## src/rtl/cmp_timer_pkg.sv

```systemverilog
package cmp_timer_pkg;

   localparam int ADDR_W   = 3;
   localparam int NUM_SRC  = 2;
   localparam int SRC_TO   = 0;
   localparam int SRC_MAT  = 1;

   localparam logic [ADDR_W-1:0] A_MODE  = 3'd0;
   localparam logic [ADDR_W-1:0] A_CTRL  = 3'd1;
   localparam logic [ADDR_W-1:0] A_LOAD  = 3'd2;
   localparam logic [ADDR_W-1:0] A_MATCH = 3'd3;
   localparam logic [ADDR_W-1:0] A_ACT   = 3'd4;
   localparam logic [ADDR_W-1:0] A_MASK  = 3'd5;
   localparam logic [ADDR_W-1:0] A_CLR   = 3'd6;

   typedef enum logic [1:0] {
      CM_OFF      = 2'd0,
      CM_ONESHOT  = 2'd1,
      CM_PERIODIC = 2'd2,
      CM_RSVD     = 2'd3
   } cnt_mode_e;

   typedef struct packed {
      cnt_mode_e mode;
      logic      cap_sel;
      logic      pwm_sel;
   } mode_cfg_t;

   // level reached at a timeout for a given action code
   function automatic logic next_on_timeout(input logic [2:0] code, input logic cur);
      case (code)
         3'd1, 3'd4, 3'd5: return ~cur;
         3'd2, 3'd6:       return 1'b0;
         3'd3, 3'd7:       return 1'b1;
         default:          return cur;
      endcase
   endfunction

   // codes with bit 2 set carry an immediate level: even codes set, odd clear
   function automatic logic has_immediate(input logic [2:0] code);
      return code[2];
   endfunction

   function automatic logic immediate_level(input logic [2:0] code);
      return ~code[0];
   endfunction

endpackage

```

## src/rtl/cmp_timer_regs.sv

```systemverilog
module cmp_timer_regs
   import cmp_timer_pkg::*;
#(
   parameter int CNT_W = 16
)(
   input  logic              clk,
   input  logic              rst_n,
   input  logic              wr_en,
   input  logic [ADDR_W-1:0] wr_addr,
   input  logic [CNT_W-1:0]  wr_data,
   output mode_cfg_t         cfg_q,
   output logic [CNT_W-1:0]  load_q,
   output logic [CNT_W-1:0]  match_q,
   output logic [2:0]        act_q,
   output logic [NUM_SRC-1:0] mask_q,
   output logic              ctrl_wr,
   output logic              ctrl_en,
   output logic              load_wr,
   output logic              act_wr,
   output logic [NUM_SRC-1:0] clr_vec
);

   always_comb begin
      ctrl_wr = wr_en && (wr_addr == A_CTRL);
      ctrl_en = wr_data[0];
      load_wr = wr_en && (wr_addr == A_LOAD);
      act_wr  = wr_en && (wr_addr == A_ACT);
      clr_vec = (wr_en && (wr_addr == A_CLR)) ? wr_data[NUM_SRC-1:0] : '0;
   end

   always_ff @(posedge clk) begin
      if (!rst_n) begin
         cfg_q   <= '{mode: CM_OFF, cap_sel: 1'b0, pwm_sel: 1'b0};
         load_q  <= '1;
         match_q <= '1;
         act_q   <= '0;
         mask_q  <= '0;
      end else if (wr_en) begin
         case (wr_addr)
            A_MODE: begin
               cfg_q.mode    <= cnt_mode_e'(wr_data[1:0]);
               cfg_q.cap_sel <= wr_data[2];
               cfg_q.pwm_sel <= wr_data[3];
            end
            A_LOAD:  load_q  <= wr_data;
            A_MATCH: match_q <= wr_data;
            A_ACT:   act_q   <= wr_data[2:0];
            A_MASK:  mask_q  <= wr_data[NUM_SRC-1:0];
            default: ;
         endcase
      end
   end

endmodule

```

## src/rtl/cmp_timer_counter.sv

```systemverilog
module cmp_timer_counter #(
   parameter int CNT_W = 16
)(
   input  logic             clk,
   input  logic             rst_n,
   input  logic             oneshot,
   input  logic [CNT_W-1:0] load_q,
   input  logic [CNT_W-1:0] match_q,
   input  logic [CNT_W-1:0] load_wdata,
   input  logic             load_wr,
   input  logic             ctrl_wr,
   input  logic             ctrl_en,
   output logic [CNT_W-1:0] cnt_q,
   output logic             en_q,
   output logic             timeout,
   output logic             match_hit
);

   localparam logic [CNT_W-1:0] ZERO = '0;
   localparam logic [CNT_W-1:0] ONE  = CNT_W'(1);

   logic [CNT_W-1:0] cnt_n;
   logic             en_n;

   assign timeout   = en_q && (cnt_q == ZERO);
   assign match_hit = en_q && (cnt_q == match_q);

   always_comb begin
      cnt_n = cnt_q;
      en_n  = en_q;
      if (en_q) begin
         if (cnt_q == ZERO) begin
            if (oneshot) en_n  = 1'b0;
            else         cnt_n = load_q;
         end else begin
            cnt_n = cnt_q - ONE;
         end
      end else if (load_wr) begin
         cnt_n = load_wdata;
      end
      if (ctrl_wr) begin
         if (!ctrl_en) begin
            en_n = 1'b0;
         end else if (!en_q) begin
            en_n  = 1'b1;
            cnt_n = load_q;
         end
      end
   end

   always_ff @(posedge clk) begin
      if (!rst_n) begin
         cnt_q <= ZERO;
         en_q  <= 1'b0;
      end else begin
         cnt_q <= cnt_n;
         en_q  <= en_n;
      end
   end

endmodule

```

## src/rtl/cmp_timer_action.sv

```systemverilog
module cmp_timer_action
   import cmp_timer_pkg::*;
(
   input  logic      clk,
   input  logic      rst_n,
   input  mode_cfg_t cfg_q,
   input  logic [2:0] act_q,
   input  logic      act_wr,
   input  logic [2:0] act_wdata,
   input  logic      timeout,
   output logic      pin_q,
   output logic      pin_out
);

   logic mode_ok;
   logic imm_fire;
   logic to_fire;

   always_comb begin
      mode_ok  = ((cfg_q.mode == CM_ONESHOT) || (cfg_q.mode == CM_PERIODIC))
                 && !cfg_q.cap_sel && !cfg_q.pwm_sel;
      imm_fire = act_wr && mode_ok && has_immediate(act_wdata);
      to_fire  = timeout && mode_ok && (act_q != 3'd0);
   end

   // an immediate write outranks a timeout landing in the same cycle
   always_ff @(posedge clk) begin
      if (!rst_n)        pin_q <= 1'b0;
      else if (imm_fire) pin_q <= immediate_level(act_wdata);
      else if (to_fire)  pin_q <= next_on_timeout(act_q, pin_q);
   end

   assign pin_out = pin_q && !cfg_q.pwm_sel;

endmodule

```

## src/rtl/cmp_timer_irq.sv

```systemverilog
module cmp_timer_irq #(
   parameter int NSRC = 2
)(
   input  logic            clk,
   input  logic            rst_n,
   input  logic [NSRC-1:0] evt,
   input  logic [NSRC-1:0] clr,
   input  logic [NSRC-1:0] mask,
   output logic [NSRC-1:0] raw_q,
   output logic            irq
);

   for (genvar i = 0; i < NSRC; i++) begin : g_flag
      always_ff @(posedge clk) begin
         if (!rst_n) raw_q[i] <= 1'b0;
         else        raw_q[i] <= evt[i] | (raw_q[i] & ~clr[i]);
      end
   end

   assign irq = |(raw_q & mask);

endmodule

```

## src/rtl/cmp_timer.sv

```systemverilog
module cmp_timer
   import cmp_timer_pkg::*;
#(
   parameter int CNT_W = 16
)(
   input  logic              clk,
   input  logic              rst_n,
   input  logic              wr_en,
   input  logic [2:0]        wr_addr,
   input  logic [CNT_W-1:0]  wr_data,
   output logic              ccp_pin,
   output logic              irq,
   output logic [1:0]        raw_flags,
   output logic [CNT_W-1:0]  count_o,
   output logic              running
);

   if (CNT_W < 8 || CNT_W > 32) begin : g_bad_width
      $error("cmp_timer: CNT_W must lie in 8..32");
   end

   mode_cfg_t          cfg_q;
   logic [CNT_W-1:0]   load_q;
   logic [CNT_W-1:0]   match_q;
   logic [2:0]         act_q;
   logic [NUM_SRC-1:0] mask_q;
   logic               ctrl_wr;
   logic               ctrl_en;
   logic               load_wr;
   logic               act_wr;
   logic [NUM_SRC-1:0] clr_vec;
   logic               timeout;
   logic               match_hit;
   logic               pin_q;
   logic               oneshot;
   logic [NUM_SRC-1:0] evt;

   assign oneshot = (cfg_q.mode == CM_ONESHOT);

   always_comb begin
      evt          = '0;
      evt[SRC_TO]  = timeout;
      evt[SRC_MAT] = match_hit;
   end

   cmp_timer_regs #(.CNT_W(CNT_W)) u_regs (
      .clk(clk), .rst_n(rst_n), .wr_en(wr_en), .wr_addr(wr_addr), .wr_data(wr_data),
      .cfg_q(cfg_q), .load_q(load_q), .match_q(match_q), .act_q(act_q), .mask_q(mask_q),
      .ctrl_wr(ctrl_wr), .ctrl_en(ctrl_en), .load_wr(load_wr), .act_wr(act_wr),
      .clr_vec(clr_vec)
   );

   cmp_timer_counter #(.CNT_W(CNT_W)) u_cnt (
      .clk(clk), .rst_n(rst_n), .oneshot(oneshot), .load_q(load_q), .match_q(match_q),
      .load_wdata(wr_data), .load_wr(load_wr), .ctrl_wr(ctrl_wr), .ctrl_en(ctrl_en),
      .cnt_q(count_o), .en_q(running), .timeout(timeout), .match_hit(match_hit)
   );

   cmp_timer_action u_act (
      .clk(clk), .rst_n(rst_n), .cfg_q(cfg_q), .act_q(act_q), .act_wr(act_wr),
      .act_wdata(wr_data[2:0]), .timeout(timeout), .pin_q(pin_q), .pin_out(ccp_pin)
   );

   cmp_timer_irq #(.NSRC(NUM_SRC)) u_irq (
      .clk(clk), .rst_n(rst_n), .evt(evt), .clr(clr_vec), .mask(mask_q),
      .raw_q(raw_flags), .irq(irq)
   );

endmodule

```

## config.mk

```make
export PLATFORM = sky130hd
export DESIGN_NAME = cmp_timer
export DESIGN_NICKNAME = d
export VERILOG_FILES = /design/src/rtl/cmp_timer_pkg.sv /design/src/rtl/cmp_timer_regs.sv /design/src/rtl/cmp_timer_counter.sv /design/src/rtl/cmp_timer_action.sv /design/src/rtl/cmp_timer_irq.sv /design/src/rtl/cmp_timer.sv
export SDC_FILE = /design/constraint.sdc
export NUM_CORES = 1
export LEC_CHECK = 0
export ABC_AREA = 1
export CORE_UTILIZATION = 55
export CTS_CLUSTER_DIAMETER = 120
export DETAILED_ROUTE_END_ITERATION = 10
export DONT_BUFFER_PORTS = 1
export PLACE_DENSITY = 0.7
export SLEW_MARGIN = 5
export SYNTH_ARGS = -nofsm -noshare
export SYNTH_HDL_FRONTEND = slang
export SYNTH_HIERARCHICAL = 1
export SYNTH_SLANG_ARGS = --single-unit
```

## constraint.sdc

```tcl
create_clock -name clk -period 1.8 [get_ports clk]
set_input_delay 0.09 -clock clk [delete_from_list [all_inputs] [get_ports clk]]
set_output_delay 0.09 -clock clk [all_outputs]
set_load 0.03 [all_outputs]
```

==> impl_results.md <==
* Status: complete, but fails checks
* Failing checks: DRC
* Post-Layout Cell Count at 699
* Post-Route Skew at between 0.007 and 0.008 ns
* Share of cells above drive strength 1 at 13.0%
* VDD IR max at between 500 and 600 uV
* Hpwl dp at between 7000 and 8000 um
* Antenna violations before repair at 0
* Yosys top cell by area: dfxtp_1
* Setup WS post-layout at 0.121 ns
* Tmin final at 1.68 ns
* Final Wtd Congestion at 0.874
* Setup-failing EPs final at 0
* H-Tree Depth at 3
* Place WS at 0.113 ns
* Placed cell count at 665
* Starting Density at about 58%
* Critical path arrival at between 1.5 and 2 ns
* CP startpoint kind: register
* Worst-path cell chain: nor2_1 -> a22oi_1 -> a21oi_1
* Total gr overflow at 0
* Static leakage at roughly 2.1 nW
* Clock-pin transition on the worst setup and hold timing paths at approximately 0.07 ns
* GRT Resource Usage Total at 33.0%
* Sequential-to-total area share from yosys stat at around a third
* Final hold violations at 0
* Synth area leaders: dfxtp_1, nand2_1, nand3_1, nor2_1, inv_1
* Global-route wire length before repair at ~18000 um
* Hold Path Class: in2reg
* Input/output buffers at 0
* RSZ-0062 raised after global routing: true
* Fin crit share at between 90% and 100%
* Clk buf depth at 2
* CP delay by family, top: simple AND/OR/NAND/NOR gates
* Flop2flop setup slack at 0.12 ns
* Crit. End Element: register
* Post-Syn Nets at roughly 610
* Slowest CP cell: nor2_1
* Wirelength per Cell at 16.3 um
* Synthesized area at 3710 um^2
* DRT iter0 DRCs at just over 500
* 1st-pass router iterations at 8
* Skew-Pair Late Insertion Delay at about 0.33 ns
* Synth Area per Inst at ~6.4 um^2
* Slew Limit Fails at 0
* F_max at between 500 and 600 MHz
* Post-route DRC at 4
* Die ar. at roughly 7000 um^2
* Die height at about 84 um
* Relative slew slack at 29.0%
* Yosys cell types at 37
* Site row count at 29
* Worst path required time at between 2 and 2.5 ns
* Slew of the pin with the lowest slew margin at roughly 1.1 ns
* Max Cap Viol at 0
* CTS root buffer: clkbuf_8
* Total core area at approximately 6400 um^2
* CP peak stage delay at approximately 0.82 ns
* Clock Sinks at 61
* Routed Antenna Nets at 0
* CTS Buf Count at 9
* Setup TNS at 0 ns
* Top Ports at between 40 and 50
* Nets at around 640
* Via-per-instance ratio at 5.66
* Diodes inserted at 0
* Largest net degree at the start of global routing at between 40 and 50
* Final wirelength at roughly 11000 um
* Die Wd at between 80 and 90 um
* # fillers at slightly below 600
* Via count at between 3000 and 4000
* Synth warn at 6
* Setup CP Type: reg2reg
* Post-synth top area share at 32.9%
* Crit Path Max Fanout at 14
* Synthesized flop and latch total at around 60
* Post-Synthesis Cells at 581
* Power density over cell area at between 900 and 1000 nW/um^2
* P&R area growth vs syn at 17.3%
* Post-CTS setup repair buffer count at 0
* Vias in the first global route at about 3600
* WP buf/inv at 0
* CTS tree: built
sequential cells by signal (all words and copies together), names as in the netlist:
signal and flops:
u_cnt/cnt_q 16, u_regs/load_q 16, u_regs/match_q 16, u_regs/cfg_q 4, u_regs/act_q 3, u_irq/raw_q 2, u_regs/mask_q 2, u_act/pin_q 1
u_cnt/en_q 1
cells by family (layout without fill, tap and decap cells):
| group | count (synthesis) | count (layout) | share of synthesized area [%] |
|---|---|---|---|
| flops | 61 | 61 | 32.9 |
| fa+ha+maj | 2 | 2 | 0.674 |
| buf+inv | 85 | 126 | 9.73 |
| compound gates | 86 | 86 | 13.8 |
| xor+xnor | 9 | 9 | 2.12 |
| simple gates | 338 | 338 | 40.8 |
final cells by class:
cell class	count	area (um^2)	share of cell area, %
multi-input combinational	435	2130	49.0
sequential	61	1220	28.0
timing repair buffer	48	415	9.53
inverter	62	233	5.34
clock buffer	11	151	3.47
clock inverter	5	106	2.44
tap	77	96.3	2.21
per-stage QoR:
stage	area [um^2]	hold WS, ns	util [%]	total power, mW
2_1_floorplan	3710	0.210	-	2.22
3_3_place_gp	3910	0.180	60.8	2.43
3_5_place_dp	3910	0.183	60.8	2.44
4_1_cts	4360	0.0126	67.8	4.04
5_1_grt	4360	0.0296	67.9	4.23
6_report	4360	0.0199	67.9	4.04
placed cells by master (no fill, tap or decap), types with 5 or more instances in the layout:
master / n
inv_2: 5
dlygate4sd3_1: 17
nand3_1: 81
nand2_1: 159
clkbuf_8: 11
a22oi_1: 12
a21oi_1: 30
o21ai_0: 24
nor2_1: 64
dfxtp_1: 61
xor2_1: 8
buf_4: 30
inv_1: 57
nor3_1: 5
nor2_2: 7
nand3_2: 5
layer usage:
metal  global-route usage, %  vias to the layer above  routed length [um]
met5                       0                        -                   0
met4                    9.56                        0                 188
met3                    8.16                       18                1160
met2                    51.3                      191                5000
met1                    45.7                     1779                5040
li1                        -                     1966                   -
worst register-to-register path, delay by kind of cell (launching register included):
kind,cells,cell delay [ns]
flops,1,0.35
compound gates,2,0.43
simple gates,1,0.82
cell usage after synthesis:
master    instances
a22o_1            1
buf_4             2
ha_1              2
buf_2            10
a21oi_2           4
buf_1             2
nand2_2           3
xor2_1            8
nor2_4            4
dfxtp_1          61
o21ai_1           3
nand2_4           2
nor4_2            1
nor3_1            5
o22ai_1           3
a221oi_1          1
or2_0             1
nand4_1           3
o211ai_1          1
nor2_8            1
o21ai_0          24
a21oi_1          30
o211ai_2          2
a31oi_1           3
nand3_1          81
xnor2_1           1
inv_1            57
nor4_1            2
nor2_1           65
nand3_2           5
inv_2             5
nor2_2            6
a22oi_1          12
a211oi_1          2
nand2_1         159
buf_6             3
clkbuf_1          6
path summary, 6_finish.rpt:
kind	endpoint	start	depth (start not counted)
worst min register to register	u_regs/load_q[7]$_SDFFE_PN1P_	u_regs/load_q[7]$_SDFFE_PN1P_	2
worst min-delay path	u_regs/act_q[2]$_SDFFE_PN0P_	wr_data[2]	4
worst max-delay path	u_cnt/cnt_q[0]$_SDFF_PN0_	u_cnt/en_q$_SDFF_PN0_	3
worst max register to register	u_cnt/cnt_q[0]$_SDFF_PN0_	u_cnt/en_q$_SDFF_PN0_	3
what timing repair did:
action | in CTS | in global routing
gates resized for setup | 0 | 1
hold buffers | 18 | 0
hold endpoints to repair | 45 | 0
endpoints found under the setup margin | 0 | 1
report_power, final:
group / internal [mW] / switching, mW
Clock: 0.998 / 0.553
Combinational: 0.360 / 0.669
Sequential: 1.41 / 0.0543
No activity file was read; power rests on OpenSTA's default activity.
